`src/rtl/hts_pkg.sv`:
```
package hts_pkg;

  // Which discriminator bank carries the high-gain channels.
  typedef enum logic {
    BANK_LO = 1'b0,
    BANK_HI = 1'b1
  } bank_e;

endpackage

```
`src/rtl/hts_edge_cap.sv`:
```
// One channel: rising-edge detection over phase samples, one-shot arming,
// and lowest-high-phase encoding.
module hts_edge_cap #(
  parameter int NPH = 4,
  localparam int PW = $clog2(NPH)
) (
  input  logic          clk,
  input  logic          rst_n,
  input  logic [NPH-1:0] smp,
  input  logic          rearm,
  input  logic          enable,
  output logic          hit,
  output logic [PW-1:0] code
);

  logic armed_q, armed_d;
  logic last_q, last_d;

  always_comb begin
    code = '0;
    for (int i = NPH - 1; i >= 0; i--) begin
      if (smp[i]) code = PW'(i);
    end
  end

  always_comb begin
    hit    = armed_q && enable && !rearm && !last_q && (|smp);
    last_d = smp[NPH-1];
    if (rearm)    armed_d = 1'b1;
    else if (hit) armed_d = 1'b0;
    else          armed_d = armed_q;
  end

  always_ff @(posedge clk or negedge rst_n) begin
    if (!rst_n) begin
      armed_q <= 1'b1;
      last_q  <= 1'b0;
    end else begin
      armed_q <= armed_d;
      last_q  <= last_d;
    end
  end

endmodule

```
`src/rtl/hts_pend.sv`:
```
// Per-channel holding slots; lowest pending channel is forwarded each cycle.
module hts_pend #(
  parameter int NCH = 16,
  parameter int TW  = 16,
  localparam int AW = $clog2(NCH)
) (
  input  logic          clk,
  input  logic          rst_n,
  input  logic [NCH-1:0] hit,
  input  logic [NCH*TW-1:0] stamp_in,
  output logic          push,
  output logic [AW-1:0] push_chan,
  output logic [TW-1:0] push_time,
  output logic          lost
);

  logic [NCH-1:0] pend_q, pend_d;
  logic [TW-1:0]  stamp_q [NCH];
  logic [TW-1:0]  stamp_d [NCH];
  logic [NCH-1:0] pick;
  logic [NCH-1:0] lost_v;

  always_comb begin
    push_chan = '0;
    for (int i = NCH - 1; i >= 0; i--) begin
      if (pend_q[i]) push_chan = AW'(i);
    end
    push      = |pend_q;
    push_time = stamp_q[push_chan];
  end

  for (genvar g = 0; g < NCH; g++) begin : g_slot
    assign pick[g]   = push && (push_chan == AW'(g));
    assign lost_v[g] = hit[g] && pend_q[g] && !pick[g];

    always_comb begin
      pend_d[g]  = pend_q[g];
      stamp_d[g] = stamp_q[g];
      if (pick[g]) pend_d[g] = 1'b0;
      if (hit[g] && (!pend_q[g] || pick[g])) begin
        pend_d[g]  = 1'b1;
        stamp_d[g] = stamp_in[g*TW +: TW];
      end
    end

    always_ff @(posedge clk or negedge rst_n) begin
      if (!rst_n) begin
        pend_q[g]  <= 1'b0;
        stamp_q[g] <= '0;
      end else begin
        pend_q[g]  <= pend_d[g];
        stamp_q[g] <= stamp_d[g];
      end
    end
  end

  assign lost = |lost_v;

endmodule

```
`src/rtl/hts_fifo.sv`:
```
// Show-ahead record queue; DEPTH must be a power of two.
module hts_fifo #(
  parameter int DW    = 20,
  parameter int DEPTH = 8,
  localparam int PTW  = $clog2(DEPTH),
  localparam int CTW  = $clog2(DEPTH + 1)
) (
  input  logic          clk,
  input  logic          rst_n,
  input  logic          wr,
  input  logic [DW-1:0] wdata,
  input  logic          rd,
  output logic [DW-1:0] rdata,
  output logic          valid,
  output logic          full
);

  logic [DW-1:0]  mem [DEPTH];
  logic [PTW-1:0] wp_q, wp_d, rp_q, rp_d;
  logic [CTW-1:0] cnt_q, cnt_d;
  logic           do_wr, do_rd;

  assign full  = (cnt_q == CTW'(DEPTH));
  assign valid = (cnt_q != '0);
  assign rdata = mem[rp_q];
  assign do_wr = wr && !full;
  assign do_rd = rd && valid;

  always_comb begin
    wp_d  = do_wr ? wp_q + PTW'(1) : wp_q;
    rp_d  = do_rd ? rp_q + PTW'(1) : rp_q;
    cnt_d = cnt_q;
    if (do_wr && !do_rd)      cnt_d = cnt_q + CTW'(1);
    else if (do_rd && !do_wr) cnt_d = cnt_q - CTW'(1);
  end

  always_ff @(posedge clk or negedge rst_n) begin
    if (!rst_n) begin
      wp_q  <= '0;
      rp_q  <= '0;
      cnt_q <= '0;
    end else begin
      wp_q  <= wp_d;
      rp_q  <= rp_d;
      cnt_q <= cnt_d;
    end
  end

  always_ff @(posedge clk) begin
    if (do_wr) mem[wp_q] <= wdata;
  end

endmodule

```
`src/rtl/hit_stamper.sv`:
```
module hit_stamper #(
  parameter int NCH = 16,
  parameter int NPH = 4,
  parameter int CW  = 14,
  parameter int DEPTH = 8,
  parameter hts_pkg::bank_e HIGAIN_BANK = hts_pkg::BANK_LO,
  localparam int AW = $clog2(NCH),
  localparam int PW = $clog2(NPH),
  localparam int TW = CW + PW,
  localparam int RW = AW + TW
) (
  input  logic              clk,
  input  logic              rst_n,
  input  logic              spill_start,
  input  logic              preamp_reset,
  input  logic              bank_sel,
  input  logic [NCH*NPH-1:0] disc_smp,
  output logic              bank_en_lo,
  output logic              bank_en_hi,
  output logic              disc_clr_n,
  output logic              rec_valid,
  input  logic              rec_ready,
  output logic [AW-1:0]     rec_chan,
  output logic [TW-1:0]     rec_time,
  output logic              overflow
);

  // Reset: asserted asynchronously, released on the clock.
  logic rst_meta, rst_q;
  always_ff @(posedge clk or negedge rst_n) begin
    if (!rst_n) begin
      rst_meta <= 1'b0;
      rst_q    <= 1'b0;
    end else begin
      rst_meta <= 1'b1;
      rst_q    <= rst_meta;
    end
  end

  // Bank enables and discriminator clear.
  logic en_lo_q, en_hi_q, clr_n_q;
  logic en_lo_d, en_hi_d, clr_n_d;
  logic active;

  always_comb begin
    en_lo_d = !bank_sel;
    en_hi_d = bank_sel;
    clr_n_d = !preamp_reset;
  end

  always_ff @(posedge clk or negedge rst_q) begin
    if (!rst_q) begin
      en_lo_q <= 1'b0;
      en_hi_q <= 1'b0;
      clr_n_q <= 1'b0;
    end else begin
      en_lo_q <= en_lo_d;
      en_hi_q <= en_hi_d;
      clr_n_q <= clr_n_d;
    end
  end

  assign bank_en_lo = en_lo_q;
  assign bank_en_hi = en_hi_q;
  assign disc_clr_n = clr_n_q;

  if (HIGAIN_BANK == hts_pkg::BANK_HI) begin : g_act_hi
    assign active = en_hi_q;
  end else begin : g_act_lo
    assign active = en_lo_q;
  end

  // Coarse counter.
  logic [CW-1:0] coarse_q, coarse_d;
  always_comb begin
    coarse_d = spill_start ? '0 : coarse_q + CW'(1);
  end
  always_ff @(posedge clk or negedge rst_q) begin
    if (!rst_q) coarse_q <= '0;
    else        coarse_q <= coarse_d;
  end

  // Per-channel edge capture.
  logic [NCH-1:0]    cap_hit;
  logic [NCH*TW-1:0] cap_stamp;

  for (genvar c = 0; c < NCH; c++) begin : g_ch
    logic [PW-1:0] code;
    hts_edge_cap #(.NPH(NPH)) u_cap (
      .clk    (clk),
      .rst_n  (rst_q),
      .smp    (disc_smp[c*NPH +: NPH]),
      .rearm  (preamp_reset),
      .enable (active),
      .hit    (cap_hit[c]),
      .code   (code)
    );
    assign cap_stamp[c*TW +: TW] = {coarse_q, code};
  end

  // Pending slots and ordering.
  logic          push, lost;
  logic [AW-1:0] push_chan;
  logic [TW-1:0] push_time;

  hts_pend #(.NCH(NCH), .TW(TW)) u_pend (
    .clk       (clk),
    .rst_n     (rst_q),
    .hit       (cap_hit),
    .stamp_in  (cap_stamp),
    .push      (push),
    .push_chan (push_chan),
    .push_time (push_time),
    .lost      (lost)
  );

  // Output queue.
  logic          fifo_full;
  logic [RW-1:0] head;

  hts_fifo #(.DW(RW), .DEPTH(DEPTH)) u_fifo (
    .clk   (clk),
    .rst_n (rst_q),
    .wr    (push),
    .wdata ({push_chan, push_time}),
    .rd    (rec_ready),
    .rdata (head),
    .valid (rec_valid),
    .full  (fifo_full)
  );

  assign rec_chan = head[RW-1 -: AW];
  assign rec_time = head[TW-1:0];

  // Sticky loss flag; spill start wins.
  logic ovf_q, ovf_d;
  always_comb begin
    if (spill_start)                     ovf_d = 1'b0;
    else if ((push && fifo_full) || lost) ovf_d = 1'b1;
    else                                 ovf_d = ovf_q;
  end
  always_ff @(posedge clk or negedge rst_q) begin
    if (!rst_q) ovf_q <= 1'b0;
    else        ovf_q <= ovf_d;
  end
  assign overflow = ovf_q;

endmodule

```
`config.mk`:
```
export PLATFORM = sky130hd
export DESIGN_NAME = hit_stamper
export DESIGN_NICKNAME = d
export VERILOG_FILES = /design/src/rtl/hts_pkg.sv /design/src/rtl/hts_edge_cap.sv /design/src/rtl/hts_pend.sv /design/src/rtl/hts_fifo.sv /design/src/rtl/hit_stamper.sv
export SDC_FILE = /design/constraint.sdc
export NUM_CORES = 1
export LEC_CHECK = 0
export ABC_AREA = 0
export CAP_MARGIN = 5
export CELL_PAD_IN_SITES_DETAIL_PLACEMENT = 0
export CELL_PAD_IN_SITES_GLOBAL_PLACEMENT = 2
export CORE_AREA = 2 2 219 221
export DETAILED_ROUTE_END_ITERATION = 10
export DIE_AREA = 0 0 221 223
export PLACE_DENSITY_LB_ADDON = 0.1
export SETUP_SLACK_MARGIN = 0.1
export SYNTH_ARGS = -nofsm -noshare
export SYNTH_HDL_FRONTEND = slang
export SYNTH_SLANG_ARGS = --single-unit
```
`constraint.sdc`:
```
create_clock -name clk -period 31.9 [get_ports clk]
set_clock_uncertainty 0.15 [all_clocks]
set_input_delay 3.19 -clock clk [delete_from_list [all_inputs] [get_ports clk]]
set_output_delay 3.19 -clock clk [all_outputs]
set_load 0.01 [all_outputs]
```
==> results.cfg, run 1 <==
[routing]
routed-via-count = 13540
routedWlPerCell_um = 24.21
ant_nets = 0
first_pass_iters = 5
drt_iter0_drc = 796
drc = 0
routed_wl_um = 56540
vias_per_cell = 5.798

[placement]
dp_cells = 2241
place_congestion = 0.7875
place_area_um2 = 23370
port_buffers = 94
hpwl_um = 36530

[timing]
whs_ps = 203.5
slew_viol_final = 0
setup_violations = 0
rsz0062_at_grt = false
fin_setup_tns_ps = 0
max_freq_mhz = 151.1
post-route-min-period_ps = 6617
worst_slew_pin_slew_ps = 1188
slew_headroom_pct = 20.82
period_share_pct = 20.74
hold_violations = 0

[logic_synthesis]
async_flop_share_pct = 67.61
synth-seq-area-share_pct = 60.21
synth_warnings = 0
synth_area_um2 = 21890
syn-num-nets = 1685
postSynthCellCount = 1608
synth_edf_count = 160
synthTopCellsByArea = dfrtp_1 (36%), edfxtp_1 (22%), mux2_2 (10%)
ys_ff_latch = 494
yosysTopAreaCell = dfrtp_1
syn_avg_cell_area_um2 = 13.62
synth.distinct_cells = 84
yosys_most_used_dff = dfrtp_1
netlist.area_leader.share_pct = 36.35

[global_route]
grt_pass1_wl_um = 87510
grt_max_degree = 75
grt_overflow = 0
grt_pass1_vias = 14060
antenna_found_initial = 0
grt_util_all_layers_pct = 23.42

[layout]
layout-drive-gt1-share_pct = 24.65
fin_nets = 1757
final_cell_mix = dfrtp_1 (316), mux2_2 (201), nand2_1 (166)
nFillCells = 3999
area_growth_pct = 14.22
diodes = 0
final_common_cell = dfrtp_1
finalInstanceArea_um2 = 25010
final_cells = 2335

[worst_setup_path]
worst-endpoint-arrival_ps = 3280
critPathBufInv = 2
cp_top_family = buffers and inverters
worst-path-max-fanout = 22
start_kind = flip-flop
path_cells = buf_4 > mux4_2 > mux2_2 > clkdlybuf4s50_1
cp_data_required_time_ps = 28560
cp_slowest_cell = dfrtp_2
cpPeakStageDelay_ps = 820
cp-end-kind = output port
crit_type = reg2out

[pwr]
vdd_ir_drop_max_v = 0.00007493
p_leak_nw = 10.66
pwr_density_cell_nw_per_um2 = 77.82

[die]
start_util_pct = 46.44
die_h_um = 223
die-width_um = 221
num_rows = 80
core_um2 = 47150
die_area_um2 = 49280
io_pins = 95

[clocking]
clkTransAtPathRegs_ps = 60
root_buffer = clkbuf_16
cts_max_path_buffers = 3
worstSkewPairLatency_ps = 600
post_cts_resized = 0
cts_tree = built
cts_buffers = 52
cts_hold_buf = 0
htree_num_levels = 2
postCtsSetupBuffers = 0
clock-sinks = 494

[status]
outcome = completed

[flow_run]
maxCapViolations = 0

[worst_hold_path]
hp-class = reg2reg
-- routing by layer --
metal	GRT usage [%]	routed length (µm)	up-vias
met1	32.43	25900	7080
met3	3.240	2181	85
met5	0	0	-
met2	38.91	27350	255
li1	-	-	6119
met4	6.452	1110	0
-- final cells by class --
type                            count  area (µm²)  share of cell area (%)
Tap cell                          615       769.5                   3.077
Clock buffer                       80        1506                   6.024
Timing Repair Buffer              128        1196                   4.783
Clock inverter                     14       127.6                  0.5104
Multi-Input combinational cell    976        8114                   32.45
Inverter                           28       105.1                  0.4203
Sequential cell                   494       13190                   52.74
-- cells by family after synthesis --
group	Yosys count	synth area share (%)
AOI/OAI and AO/OA	223	8.064
xor gates and xnor gates	19	0.7601
adders and majority gates	7	0.4343
buffers and inverters	138	2.915
DFF	494	60.21
muxes	320	18.59
other	1	0.01713
and+or+nand+nor	406	9.007
-- power by group --
part	switching [W]	internal, W	leakage, nW	total (W)
clock	0.000248	0.000333	0.799	0.000581
sequential	0.0000575	0.000781	5.95	0.000839
combinational	0.000301	0.000225	3.92	0.000526
total	0.000607	0.00134	10.7	0.00195
-- path summary, 6_finish.rpt --
check	slack, ps	cells after the start	end	from
max in group asynchronous	28860	1	rst_q	rst_n
worst max register to register	27650	9	u_fifo.mem[6][0]	u_pend.pend_q[14]
worst min register to register	200	0	rst_q	rst_meta
worst min-delay path	200	0	rst_q	rst_meta
worst max-delay path	25280	4	rec_time[4]	u_fifo.rp_q[0]
min in group asynchronous	350	0	coarse_q[10]	rst_q
-- sequential cells by signal, indices dropped and copies added (netlist names) --
register / flops
u_pend.stamp_q: 256
u_fifo.mem: 160
g_ch.u_cap.armed_q: 16
g_ch.u_cap.last_q: 16
u_pend.pend_q: 16
coarse_q: 14
u_fifo.cnt_q: 4
u_fifo.rp_q: 3
u_fifo.wp_q: 3
bank_en_hi: 1
bank_en_lo: 1
disc_clr_n: 1
overflow: 1
rst_meta: 1
rst_q: 1
-- synth_stat cells (18+ instances only) --
| cell | n |
|---|---|
| o211ai_1 | 25 |
| a211oi_1 | 22 |
| nand3_1 | 18 |
| buf_2 | 21 |
| clkbuf_1 | 57 |
| mux4_2 | 40 |
| nand2_1 | 167 |
| nor2_1 | 80 |
| dfrtp_1 | 318 |
| nor3_1 | 28 |
| mux2i_1 | 23 |
| inv_1 | 25 |
| a21oi_1 | 36 |
| edfxtp_1 | 160 |
| mux2_2 | 201 |
| and3_1 | 26 |
| mux2_1 | 44 |
-- stage by stage --
| step | setup WS, ps | total power, W | utilization (%) |
|---|---|---|---|
| finish | 25280 | 0.001946 | 53.04 |
| floorplan | 21780 | 0.001167 | - |
| detailed placement | 25820 | 0.001382 | 49.58 |
| global placement | 25830 | 0.001372 | 49.58 |
| global route | 25050 | 0.002038 | 53.04 |
| CTS | 25170 | 0.001967 | 53.04 |
Note: power is estimated with default switching activity, not from simulation.
==> run 2, diff against run 1 <==
--- a/config.mk
+++ b/config.mk
@@ -9,9 +9,9 @@
 export CAP_MARGIN = 5
 export CELL_PAD_IN_SITES_DETAIL_PLACEMENT = 0
 export CELL_PAD_IN_SITES_GLOBAL_PLACEMENT = 2
-export CORE_AREA = 2 2 219 221
+export CORE_AREA = 2 2 240 242
 export DETAILED_ROUTE_END_ITERATION = 10
-export DIE_AREA = 0 0 221 223
+export DIE_AREA = 0 0 242 244
 export PLACE_DENSITY_LB_ADDON = 0.1
 export SETUP_SLACK_MARGIN = 0.1
 export SYNTH_ARGS = -nofsm -noshare
==> constraint.sdc (replaced) <==
create_clock -name clk -period 5.35 [get_ports clk]
set_clock_uncertainty 0.15 [all_clocks]
set_input_delay 0.535 -clock clk [delete_from_list [all_inputs] [get_ports clk]]
set_output_delay 0.535 -clock clk [all_outputs]
set_load 0.01 [all_outputs]
==> results.cfg, run 2 (synthesized netlist as in run 1, its figures left out) <==
[routing]
drc = 0
routed-via-count = 13550
routedWlPerCell_um = 25.03
first_pass_iters = 5
ant_nets = 0
drt_iter0_drc = 865
routed_wl_um = 62220
vias_per_cell = 5.451

[timing]
hold_violations = 0
worst_slew_pin_slew_ps = 1092
fin_setup_tns_ps = 0
post-route-min-period_ps = 4112
slew_headroom_pct = 27.23
max_freq_mhz = 243.2
setup_violations = 0
period_share_pct = 76.86
slew_viol_final = 0
rsz0062_at_grt = false

[pwr]
p_leak_nw = 10.74
combPwrFrac_pct = 27.4
clockPowerShare_pct = 30.9
pwr_density_cell_nw_per_um2 = 467.8
switching_power_w = 0.003693
seq_power_share_pct = 41.8
sw_frac_of_total_pct = 31.11
internal-power_w = 0.008178
vdd_ir_drop_max_v = 0.0002699

[die]
core_um2 = 56170
die-width_um = 242
die_area_um2 = 59050
start_util_pct = 38.98
die_h_um = 244
num_rows = 87
io_pins = 95

[clocking]
cts_buffers = 54
clkTransAtPathRegs_ps = 60
cts_max_path_buffers = 3
htree_num_levels = 2
clock-sinks = 494
worstSkewPairLatency_ps = 610
cts_tree = built
root_buffer = clkbuf_16
postCtsSetupBuffers = 0

[layout]
area_growth_pct = 15.90
final_cell_mix = dfrtp_1 (316), mux2_2 (201), nand2_1 (166)
largest_reg_flops = 256
layout-drive-gt1-share_pct = 24.70
post-route-util_pct = 45.18
largest_register = u_pend.stamp_q
fin_nets = 1761
final_common_cell = dfrtp_1
top_regs = u_pend.stamp_q x256, u_fifo.mem x160

[worst_setup_path]
reg2reg_to = u_pend.stamp_q[8]
cp-end-kind = flip-flop
crit_type = reg2reg
worstRegToRegCells = 7
worst-endpoint-arrival_ps = 4440
crit_end = u_pend.stamp_q[8]
start_kind = flip-flop
rr_startpoint = u_pend.pend_q[7]
crit_start = u_pend.pend_q[7]
worst-path-max-fanout = 16
cp_data_required_time_ps = 5680
rrSetupSlack_ps = 1240

[global_route]
grt_util_all_layers_pct = 21.35
grt_overflow = 0
grt_pass1_wl_um = 94230
antenna_found_initial = 3
grt_pass1_vias = 14310
grt_max_degree = 152

[status]
outcome = completed

[worst_hold_path]
hp-class = reg2async

[placement]
hpwl_um = 40110
place_congestion = 0.8039
port_buffers = 94

[flow_run]
maxCapViolations = 0
run 2: critical path: stages (launching register included):
cell and delay [ps]:
dfrtp_1 440, nor4_1 670, nand2_1 260, nor2_2 440
nand2_1 340, o21ai_1 390, and2b_1 870, mux2_2 420
run 2: worst min path at each step:
stage | start | end | cells past startpoint
6_report | rst_q | coarse_q[11] | 0
5_1_grt | rst_q | coarse_q[9] | 0
4_1_cts | rst_q | coarse_q[11] | 0
3_5_place_dp | rst_q | coarse_q[11] | 0
2_1_floorplan | rst_n | rst_meta | 0
3_3_place_gp | rst_q | coarse_q[11] | 0
run 2: layout make-up:
cell class                      count  area (µm²)
Fill cell                        5230       30790
Sequential cell                   494       13190
Multi-Input combinational cell    976        8127
Clock buffer                       88        1570
Timing Repair Buffer              130        1276
Tap cell                          756       945.9
Clock inverter                     13       161.4
Inverter                           28       105.1
Antenna cell                        1       2.502
run 2: per-layer routing:
layer  vias up  global-route usage (%)  routed length [µm]
li1       6146                       -                   -
met1      7067                   29.42               28890
met3        82                   3.205                2262
met5         -                       0                   0
met4         0                   5.991                1386
met2       255                   35.25               29680
run 2: power by group through the flow:
stage	clock (W)	combinational [W]	sequential, W
global placement	0	0.00328	0.00501
global route	0.00392	0.00350	0.00503
detailed placement	0	0.00330	0.00504
finish	0.00366	0.00325	0.00496
floorplan	0	0.00204	0.00491
CTS	0.00377	0.00331	0.00497
run 2: per-stage QoR:
step / hold slack (ps) / setup WS, ps / area (µm²) / std cells / total power, W
after global placement: 16.25 / 1245 / 23630 / 2383 / 0.008295
final: 12.46 / 1238 / 25380 / 2486 / 0.01187
after floorplan: 89.41 / 1902 / 21900 / 1608 / 0.006959
after global routing: 29.46 / 985.1 / 25370 / 2485 / 0.01245
after detailed placement: 14.08 / 1241 / 23630 / 2383 / 0.008338
after CTS: 20.21 / 1095 / 25370 / 2485 / 0.01205
run 2: repair_timing:
action / in CTS / in global routing
gates resized for setup: 0 / 0
hold buffers: 1 / 0
endpoints found under the hold margin: 2 / 0
==> run 3, diff against run 2 <==
--- a/config.mk
+++ b/config.mk
@@ -9,9 +9,9 @@
 export CAP_MARGIN = 5
 export CELL_PAD_IN_SITES_DETAIL_PLACEMENT = 0
 export CELL_PAD_IN_SITES_GLOBAL_PLACEMENT = 2
-export CORE_AREA = 2 2 240 242
+export CORE_AREA = 2 2 227 229
 export DETAILED_ROUTE_END_ITERATION = 10
-export DIE_AREA = 0 0 242 244
+export DIE_AREA = 0 0 229 231
 export PLACE_DENSITY_LB_ADDON = 0.1
 export SETUP_SLACK_MARGIN = 0.1
 export SYNTH_ARGS = -nofsm -noshare
==> constraint.sdc (replaced) <==
create_clock -name clk -period 3.85 [get_ports clk]
set_clock_uncertainty 0.15 [all_clocks]
set_input_delay 0.385 -clock clk [delete_from_list [all_inputs] [get_ports clk]]
set_output_delay 0.385 -clock clk [all_outputs]
set_load 0.01 [all_outputs]
==> results.cfg, run 3 (synthesized netlist as in run 1, its figures left out) <==
[status]
outcome = completed

[global_route]
grt_max_degree = 73
antenna_found_initial = 1
grt_util_all_layers_pct = 22.62
grtUsageMet1_pct = 31.61
use_met2_pct = 37.53
top_usage_layer = met2
grtUsageMet3_pct = 3.001
grt_pass1_vias = 14130
grt_pass1_wl_um = 89850
grt_overflow = 0

[layout]
largest_register = u_pend.stamp_q
finalInstanceArea_um2 = 25720
top_regs = u_pend.stamp_q x256, u_fifo.mem x160
largest_reg_flops = 256
layout-drive-gt1-share_pct = 27.24
diodes = 0
final_common_cell = dfrtp_1
area_growth_pct = 17.49
fin_nets = 1799
post-route-util_pct = 50.76
final_cell_mix = dfrtp_1 (316), mux2_2 (201), nand2_1 (166)

[clocking]
htree_num_levels = 2
worstSkewPairLatency_ps = 610
clkTransAtPathRegs_ps = 60
cts_max_path_buffers = 3
clock-sinks = 494
root_buffer = clkbuf_16
cts_buffers = 52
cts_tree = built

[pwr]
combPwrFrac_pct = 28.1
vdd_ir_drop_max_v = 0.0003452
sw_frac_of_total_pct = 30.81
p_leak_nw = 10.99
pwr_density_cell_nw_per_um2 = 652.9
p_total_w = 0.01679
seq_power_share_pct = 40.9
switching_power_w = 0.005175
internal-power_w = 0.01162
clockPowerShare_pct = 31.0

[flow_run]
maxCapViolations = 0

[timing]
slew_viol_final = 0
rsz0062_at_grt = false
slew_headroom_pct = 20.26
whs_ps = 106.7
worst_slew_pin_slew_ps = 1196
fin_setup_tns_ps = 0
post-route-min-period_ps = 3486
setup_violations = 0
hold_violations = 0
max_freq_mhz = 286.9
period_share_pct = 90.53

[placement]
place_area_um2 = 23900
hpwl_um = 39170
port_buffers = 94
place_congestion = 0.8436

[worst_setup_path]
crit_type = reg2reg
cp_top_family = compound AO/OA/AOI/OAI gates
rr_startpoint = u_pend.pend_q[5]
critPathBufInv = 1
path_cells = or4_4 > o211a_4 > o2111a_2 > buf_4 > a221o_1 > nor3_1 > o211ai_1
cpPeakStageDelay_ps = 580
crit_start = u_pend.pend_q[5]
cp_data_required_time_ps = 3900
start_kind = flip-flop
worst-endpoint-arrival_ps = 3530
cp-end-kind = flip-flop
cp_slowest_cell = or4_4
worst-path-max-fanout = 11

[routing]
routedWlPerCell_um = 23.94
routed_wl_um = 58550
drc = 0
first_pass_iters = 5
vias_per_cell = 5.589
ant_nets = 0
drt_iter0_drc = 832
routed-via-count = 13670

[die]
die_area_um2 = 52900
num_rows = 83
io_pins = 95
die-width_um = 229
die_h_um = 231
core_um2 = 50680
start_util_pct = 43.20

[worst_hold_path]
hp-class = in2reg
min_from = bank_sel
run 3: cell types whose count changed in the layout (fill, tap and decap cells not counted), sizes merged:
cell      before  now
inv           28   30
bufinv         3    5
diode          1    0
clkbuf        88   72
clkinvlp       0    5
buf           35   75
clkinv        10   14
run 3: area by class of cell:
type | count | area, µm²
fill | 4473 | 24960
timing repair buffer | 170 | 1652
clock buffer | 72 | 1499
tap | 680 | 850.8
inverter | 28 | 105.1
sequential | 494 | 13190
multi-input combinational | 976 | 8127
clock inverter | 26 | 301.5
run 3: worst paths after layout:
kind / end / slack [ps] / depth (start not counted)
min: bank_en_hi / 110 / 1
max in group asynchronous: u_pend.stamp_q[119] / 2240 / 2
max: u_fifo.mem[2][12] / 360 / 7
min reg2reg: rst_q / 200 / 0
min in group asynchronous: coarse_q[4] / 240 / 0
max reg2reg: u_fifo.mem[2][12] / 360 / 7
run 3: worst register-to-register path: stages, from the launching register on:
cell,delay (ps)
dfrtp_1,440
or4_4,580
o211a_4,290
o2111a_2,370
buf_4,200
a221o_1,370
nor3_1,270
o211ai_1,410
run 3: metal layers:
layer | up-vias | routed length, µm
li1 | 6213 | -
met1 | 7087 | 26910
met2 | 287 | 28110
met3 | 83 | 2215
met4 | 0 | 1307
met5 | - | 0
run 3: power by group through the flow:
stage          registers, W  logic (W)  clock network, W
5_1_grt             0.00696    0.00507           0.00555
3_3_place_gp        0.00693    0.00472                 0
3_5_place_dp        0.00698    0.00477                 0
2_1_floorplan       0.00683    0.00284                 0
6_report            0.00687    0.00471           0.00521
4_1_cts             0.00688    0.00479           0.00534
run 3: timing repair:
action	4_1_cts	5_1_grt
gates resized for setup	0	1
buffers inserted	0	0
endpoints found under the hold margin	2	0
hold buffers	1	0
endpoints found under the setup margin	0	8
run 3: metrics by stage:
stage               worst slack [ps]  std cells
floorplan                      402.1       1608
global placement               301.1       2347
detailed placement             275.0       2347
CTS                            237.1       2446
global route                   182.1       2446
finish                         364.5       2446
